### config.mk
export PLATFORM = sky130hd
export DESIGN_NAME = core_timebase
export DESIGN_NICKNAME = d
export VERILOG_FILES = /design/src/rtl/ctb_pkg.sv /design/src/rtl/ctb_chain.sv /design/src/rtl/ctb_flag.sv /design/src/rtl/ctb_rti.sv /design/src/rtl/core_timebase.sv
export SDC_FILE = /design/constraint.sdc
export NUM_CORES = 1
export LEC_CHECK = 0
export CORE_MARGIN = 2
export CORE_UTILIZATION = 50
export DETAILED_ROUTE_END_ITERATION = 10
export DONT_BUFFER_PORTS = 1
export MAX_ROUTING_LAYER = met4
export PLACE_DENSITY = 0.66
export SKIP_CTS_REPAIR_TIMING = 1
export SYNTH_ARGS = -nofsm -noshare
export SYNTH_HDL_FRONTEND = slang
export SYNTH_SLANG_ARGS = --single-unit
### constraint.sdc
create_clock -name clk_i -period 2.4 [get_ports clk_i]
set_input_delay 0.6 -clock clk_i [delete_from_list [all_inputs] [get_ports clk_i]]
set_output_delay 0.6 -clock clk_i [all_outputs]
set_load 0.1 [all_outputs]
### src/rtl/ctb_pkg.sv
`timescale 1ns/1ps
package ctb_pkg;
  localparam int DATA_W   = 8;
  localparam int SEL_W    = 2;
  localparam int NUM_TAPS = 1 << SEL_W;

  // control/status bit positions
  localparam int B_OVF_FLAG = 7;
  localparam int B_PER_FLAG = 6;
  localparam int B_OVF_IE   = 5;
  localparam int B_PER_IE   = 4;
  localparam int B_OVF_CLR  = 3;
  localparam int B_PER_CLR  = 2;

  typedef enum logic {
    ADDR_CSR = 1'b0,
    ADDR_CNT = 1'b1
  } addr_e;
endpackage

### src/rtl/ctb_chain.sv
`timescale 1ns/1ps
module ctb_chain #(
  parameter int W = 14
) (
  input  logic         clk_i,
  input  logic         rst_ni,
  input  logic         en_i,
  output logic [W-1:0] chain_o
);
  logic [W-1:0] chain_q;

  always_ff @(posedge clk_i or negedge rst_ni) begin
    if (!rst_ni)   chain_q <= '0;
    else if (en_i) chain_q <= chain_q + 1'b1;
  end

  assign chain_o = chain_q;

  p_chain_adv_r2: assert property (@(posedge clk_i) disable iff (!rst_ni)
    en_i |=> chain_q == $past(chain_q) + 1'b1);
  p_chain_hold_r2: assert property (@(posedge clk_i) disable iff (!rst_ni)
    !en_i |=> $stable(chain_q));
endmodule

### src/rtl/ctb_flag.sv
`timescale 1ns/1ps
module ctb_flag (
  input  logic clk_i,
  input  logic rst_ni,
  input  logic set_i,
  input  logic clr_i,
  output logic flag_o
);
  logic flag_q;

  always_ff @(posedge clk_i or negedge rst_ni) begin
    if (!rst_ni)      flag_q <= 1'b0;
    else if (set_i)   flag_q <= 1'b1;  // set has priority over clear
    else if (clr_i)   flag_q <= 1'b0;
  end

  assign flag_o = flag_q;

  p_set_wins_r7: assert property (@(posedge clk_i) disable iff (!rst_ni)
    set_i |=> flag_q);
  p_clear_r6: assert property (@(posedge clk_i) disable iff (!rst_ni)
    (clr_i && !set_i) |=> !flag_q);
  p_flag_hold_r3: assert property (@(posedge clk_i) disable iff (!rst_ni)
    (!set_i && !clr_i) |=> $stable(flag_q));
endmodule

### src/rtl/ctb_rti.sv
`timescale 1ns/1ps
module ctb_rti import ctb_pkg::*; #(
  parameter int W        = 14,
  parameter int TAP_BASE = 10,
  parameter int WD_BITS  = 3
) (
  input  logic             clk_i,
  input  logic             rst_ni,
  input  logic             en_i,
  input  logic [W-1:0]     chain_i,
  input  logic [SEL_W-1:0] sel_i,
  output logic             evt_o,
  output logic             wd_tick_o
);
  logic [NUM_TAPS-1:0] rise;
  logic [WD_BITS-1:0]  wd_cnt_q;
  logic                wd_tick_q;

  // a tap rises on the enable that carries into it
  for (genvar t = 0; t < NUM_TAPS; t++) begin : g_tap
    assign rise[t] = en_i && !chain_i[TAP_BASE+t] && (&chain_i[TAP_BASE+t-1:0]);
  end

  assign evt_o = rise[sel_i];

  always_ff @(posedge clk_i or negedge rst_ni) begin
    if (!rst_ni) begin
      wd_cnt_q  <= '0;
      wd_tick_q <= 1'b0;
    end else begin
      wd_tick_q <= evt_o && (&wd_cnt_q);
      if (evt_o) wd_cnt_q <= wd_cnt_q + 1'b1;
    end
  end

  assign wd_tick_o = wd_tick_q;

  p_taps_exclusive_r4: assert property (@(posedge clk_i) disable iff (!rst_ni)
    $onehot0(rise));
  p_wd_single_r9: assert property (@(posedge clk_i) disable iff (!rst_ni)
    wd_tick_q |=> !wd_tick_q);
endmodule

### src/rtl/core_timebase.sv
`timescale 1ns/1ps
module core_timebase import ctb_pkg::*; #(
  parameter int PRE_BITS = 2,
  parameter int WD_BITS  = 3
) (
  input  logic              clk_i,
  input  logic              rst_ni,
  input  logic              tick_en_i,
  input  logic              addr_i,
  input  logic              wr_en_i,
  input  logic [DATA_W-1:0] wdata_i,
  output logic [DATA_W-1:0] rdata_o,
  output logic              irq_o,
  output logic              wd_tick_o
);
  localparam int TAP_BASE = PRE_BITS + DATA_W;
  localparam int CHAIN_W  = TAP_BASE + NUM_TAPS;

  logic [CHAIN_W-1:0] chain;
  logic               wr_csr;
  logic               ovf_evt, per_evt;
  logic               ovf_flag, per_flag;
  logic               ovf_ie_q, per_ie_q;
  logic [SEL_W-1:0]   rate_q;

  assign wr_csr  = wr_en_i && (addr_i == ADDR_CSR);
  assign ovf_evt = tick_en_i && (&chain[TAP_BASE-1:0]);

  ctb_chain #(.W(CHAIN_W)) i_chain (
    .clk_i   (clk_i),
    .rst_ni  (rst_ni),
    .en_i    (tick_en_i),
    .chain_o (chain)
  );

  ctb_rti #(.W(CHAIN_W), .TAP_BASE(TAP_BASE), .WD_BITS(WD_BITS)) i_rti (
    .clk_i     (clk_i),
    .rst_ni    (rst_ni),
    .en_i      (tick_en_i),
    .chain_i   (chain),
    .sel_i     (rate_q),
    .evt_o     (per_evt),
    .wd_tick_o (wd_tick_o)
  );

  ctb_flag i_ovf_flag (
    .clk_i  (clk_i),
    .rst_ni (rst_ni),
    .set_i  (ovf_evt),
    .clr_i  (wr_csr && wdata_i[B_OVF_CLR]),
    .flag_o (ovf_flag)
  );

  ctb_flag i_per_flag (
    .clk_i  (clk_i),
    .rst_ni (rst_ni),
    .set_i  (per_evt),
    .clr_i  (wr_csr && wdata_i[B_PER_CLR]),
    .flag_o (per_flag)
  );

  always_ff @(posedge clk_i or negedge rst_ni) begin
    if (!rst_ni) begin
      ovf_ie_q <= 1'b0;
      per_ie_q <= 1'b0;
      rate_q   <= '1;
    end else if (wr_csr) begin
      ovf_ie_q <= wdata_i[B_OVF_IE];
      per_ie_q <= wdata_i[B_PER_IE];
      rate_q   <= wdata_i[SEL_W-1:0];
    end
  end

  always_comb begin
    rdata_o = '0;
    if (addr_i == ADDR_CNT) begin
      rdata_o = chain[TAP_BASE-1:PRE_BITS];
    end else begin
      rdata_o[B_OVF_FLAG] = ovf_flag;
      rdata_o[B_PER_FLAG] = per_flag;
      rdata_o[B_OVF_IE]   = ovf_ie_q;
      rdata_o[B_PER_IE]   = per_ie_q;
      rdata_o[SEL_W-1:0]  = rate_q;
    end
  end

  assign irq_o = (ovf_flag && ovf_ie_q) || (per_flag && per_ie_q);

  p_rate_wr_r5: assert property (@(posedge clk_i) disable iff (!rst_ni)
    wr_csr |=> rate_q == $past(wdata_i[SEL_W-1:0]));
  p_irq_src_r8: assert property (@(posedge clk_i) disable iff (!rst_ni)
    irq_o |-> (ovf_flag || per_flag));
  p_wd_with_flag_r9: assert property (@(posedge clk_i) disable iff (!rst_ni)
    wd_tick_o |-> per_flag);
endmodule

-- Word level (Yosys, flattened, before mapping)
Cells that the tools add are included.
- output and inout bits: 10
- input bits: 13
- bits in read-only memories: 0
- word-level logic and storage cells: 48
- memories: 0
- bits in latches: 0
- flip-flop bits (word level): 24
- memory bits (writable): 0
- shift operators: 0
- $lt $le $gt $ge: 1
- div/mod/pow operators: 0
- equal/unequal tests: 0
- $mul: 0
- bitwise logic cells: 1
- mux-type cells: 9
- reduce and logical (&&, ||, !) cells: 27
- add/subtract/negate cells: 2
- operators by type and width (kind ; number):
    1-bit logical AND ; 15
    14-bit by 1-bit adder with 14-bit output, second input constant ; 1
    13-bit AND reduction ; 1
    12-bit AND reduction ; 1
    11-bit AND reduction ; 1
    10-bit AND reduction ; 1
    1-bit two-way mux ; 5
    1-bit zero test ; 4
    2-bit two-way mux ; 2
    4-bit two-way mux ; 1
    2-bit nonzero test ; 2
    3-bit by 1-bit adder with 3-bit output, second input constant ; 1
    2-bit by 3-bit < comparator with 1-bit output, second input constant ; 1
    3-bit AND reduction ; 1
    1-bit binary-select mux with 2-bit select ; 1
    1-bit logical OR ; 1
    1-bit NOT ; 1

-- Logic depth before layout (Yosys ltp)
- depth after elaboration: 6
- depth in mapped cells: 5
- depth with buffers taken out: 5

-- By module
A second synthesis with hierarchy kept.
- cell total of the unflattened synthesis: 102
- area total of the unflattened synthesis: 1261.2 µm²
- by module, submodules not included (module ; sequential area each (µm²) ; cells each ; area each (µm²) ; times used):
    ctb_chain ; 350.3 ; 49 ; 646.9 ; 1
    core_timebase ; 102.6 ; 25 ; 301.5 ; 1
    ctb_rti ; 100.1 ; 22 ; 240.2 ; 1
    ctb_flag ; 25.0 ; 3 ; 36.3 ; 2

-- Least setup slack after synthesis
No wires, ideal clock.
- path kind: input to output
- start point: input port addr_i
- end point: output port rdata_o[2]
- stages on the path: 2
- data required time: 1.800 ns
- path buffers: 1
- arrival: 1.662 ns
- slack: 0.138 ns
- path through: clkbuf_1 and2_1
- word-level cells in the longest chain between the ends: 1
- ends and longest elaborated chain (element ; line ; source):
    start, declared ; core_timebase.sv:9 ; input logic addr_i,
    2-bit two-way mux ; core_timebase.sv:76 ; if (addr_i == ADDR_CNT) begin
    end, declared ; core_timebase.sv:12 ; output logic [DATA_W-1:0] rdata_o,
No other way between the ends.

-- Worst setup path after layout
- start point: register rate_q[0]
- end point: output port rdata_o[0]
- word-level cells in the longest chain between the ends: 1
- ends and longest elaborated chain (element ; line ; source):
    start, declared ; core_timebase.sv:24 ; logic [SEL_W-1:0] rate_q;
    start signal, assigned ; core_timebase.sv:70 ; rate_q <= wdata_i[SEL_W-1:0];
    2-bit two-way mux ; core_timebase.sv:76 ;
No other way between the ends.

==> reports/results.tsv <==
metric	value	unit
net count reported at finish	116	
Fin Clk Skew	0.00706	ns
Die Width	51.8	µm
post-synth top area share	48.2	%
all-layer global routing usage	18.0	%
Detailed Place HPWL	1.39	mm
Max stage delay cell, worst path	dfstp_2	
R2R cell count	5	
initial DRC count	5	
row cnt	17	
TritonRoute pass-1 iters	3	
Worst Path Buf+Inv	0	
clock tree buffer depth	2	
vias after detailed routing	692	
Avg Cell Area, Syn	12.4	µm²
most frequent cells in the layout	dfrtp_1, mux2_2, xnor2_1	
antenna viol nets, final	0	
RSZ-0062 raised after global routing	false	
Max IR drop VDD	0.653	mV
core area	2190	µm²
syn_nets	108	
PortBufs	0	
vias in the first global route	713	
Least-Margin Pin Slew	0.519	ns
Critical Path Start Type	flop	
post-synthesis cell type count	29	
first-pass GRT wire length	3.33	mm
Post-synth EDFFs	0	
M3 GR Usage	6.61	%
die area	2680	µm²
GPL Wtd Cong	0.793	
Seq cells post-synth	24	
worst path required time	1.80	ns
GR peak layer	met2	
Root Buffer	clkbuf_4	
total CTS buffers	3	
Post-synth top flop	dfrtp_1	
die height	51.8	µm
fin util	58.1	%
Stages on worst setup path	1	
crit-path cells	mux2_2	
DR vias/cell	5.45	
Final Hold Viols	0	
met1 global-route usage	24.1	%
pins over their slew limit	0	
critical setup path kind	flop to primary output	
Seq/Total Area, Yosys	52.8	%
minimum clock period after layout	2.03	ns
GRT overflow	0	
CTS tree	yes	
Setup TNS	0	ns
H-tree Lvls	1	
most common library cell in the layout ignoring fill and taps	dfrtp_1	
DR WL/cell	15.1	µm
Global Route met2 Usage	25.6	%
area growth from synthesis to layout	11.4	%
routed wire length	1.91	mm
Cells after Synth	92	
ranking of synthesized cells by area	dfrtp_1, mux2_2, xnor2_1, dfstp_2, xor2_1	
Crit path max-delay family	flip-flops	
largest net degree at the start of global routing	25	
Clk pin slew, worst setup/hold paths	0.13	ns
Hold Path Class	primary input to async pin	
leading area contributor after synthesis	dfrtp_1	
CTS sink cnt	24	
critical path's largest stage delay	0.60	ns
antenna violations before repair	0	
synthesized area	1140	µm²
count of endpoints failing setup in the final report	0	
DR DRC count	0	
final worst path period share	84.5	%
Max-slew headroom	65.5	%
PD cells	947	nW/µm²
outcome	finished clean	
Pleak	0.000596	µW
arrival time at the worst endpoint	1.43	ns
yosys warns	0	
crit-path max FO	6	
I/O pin cnt	23	
layout cell share with drive strength beyond 1	27.3	%
Worst setup EP type	primary output	
maxcap violations	0	
effective utilization at floorplan	52.1	%
asr flop ratio synth	100	%
worst-skew pair later-pin latency	0.31	ns
Fmax	493	MHz
n_diodes	0	
==> cells in the mapped netlist, types with 2 or more instances <==
master / n
dfstp_2: 2
and2_1: 2
dfrtp_1: 22
nand4_1: 4
nor2_1: 4
nand3_1: 2
mux2_1: 2
nand2_1: 8
clkbuf_1: 2
xnor2_1: 9
ha_1: 3
xor2_1: 5
mux2_2: 11
==> logic make-up after synthesis <==
| kind of cell | synth area share, % |
|---|---|
| AO/OA/AOI/OAI | 5.04 |
| XOR/XNOR | 10.7 |
| adder cells (fa/ha/maj) | 3.29 |
| buffers and inverters | 0.657 |
| flip-flops | 52.8 |
| multiplexers | 12.8 |
| AND/OR/NAND/NOR | 14.7 |
==> power breakdown <==
| group | total, µW | switching, µW | internal, µW |
|---|---|---|---|
| Sequential | 560 | 85.2 | 475 |
| Clock | 284 | 116 | 169 |
| Combinational | 360 | 258 | 102 |
==> layer usage <==
layer	vias up	wire length, µm
met1	337	912
met5	-	0
met3	4	96
li1	338	-
met4	0	26
met2	13	878
==> through the flow <==
stage / setup slack (ns) / cell area [µm²] / hold slack (ns) / power [µW] / std cells
final: 0.372 / 1270 / 0.0721 / 1200 / 127
after global routing: 0.321 / 1270 / 0.0493 / 1260 / 127
after CTS: 0.354 / 1250 / -0.0591 / 1210 / 126
after detailed placement: 0.644 / 1200 / 0.305 / 919 / 122
after global placement: 0.643 / 1200 / 0.305 / 909 / 122
after floorplan: 0.138 / 1140 / 0.304 / 870 / 92
==> final timing paths <==
kind                                                 startpoint                               to  slack, ns
worst max-delay path                      rate_q[0]$_DFFE_PN1P_                       rdata_o[0]       0.37
worst min-delay path                                     rst_ni   i_chain.chain_o[2]$_DFFE_PN0P_       0.07
min in group clk_i                                    tick_en_i   i_chain.chain_o[0]$_DFFE_PN0P_       0.35
max in group asynchronous                                rst_ni   i_chain.chain_o[6]$_DFFE_PN0P_       2.19
worst max register to register   i_chain.chain_o[0]$_DFFE_PN0P_    i_rti.wd_cnt_q[1]$_DFFE_PN0P_       0.65
worst min register to register  i_chain.chain_o[13]$_DFFE_PN0P_  i_chain.chain_o[13]$_DFFE_PN0P_       0.48
==> sequential cells by signal, summed over array words and instances (netlist names) <==
name               count
i_rti.wd_tick_o        1
rate_q                 2
i_per_flag.flag_o      1
i_chain.chain_o       14
i_ovf_flag.flag_o      1
ovf_ie_q               1
i_rti.wd_cnt_q         3
per_ie_q               1
==> layout make-up <==
cell class                      instances  area, µm²
Multi-Input combinational cell         66        532
Tap cell                               28       35.0
Fill cell                             198        918
Clock inverter                          1       30.0
Timing Repair Buffer                    5       50.0
Clock buffer                            3       22.5
Sequential cell                        24        603
Note: power is estimated with default switching activity, not from simulation.
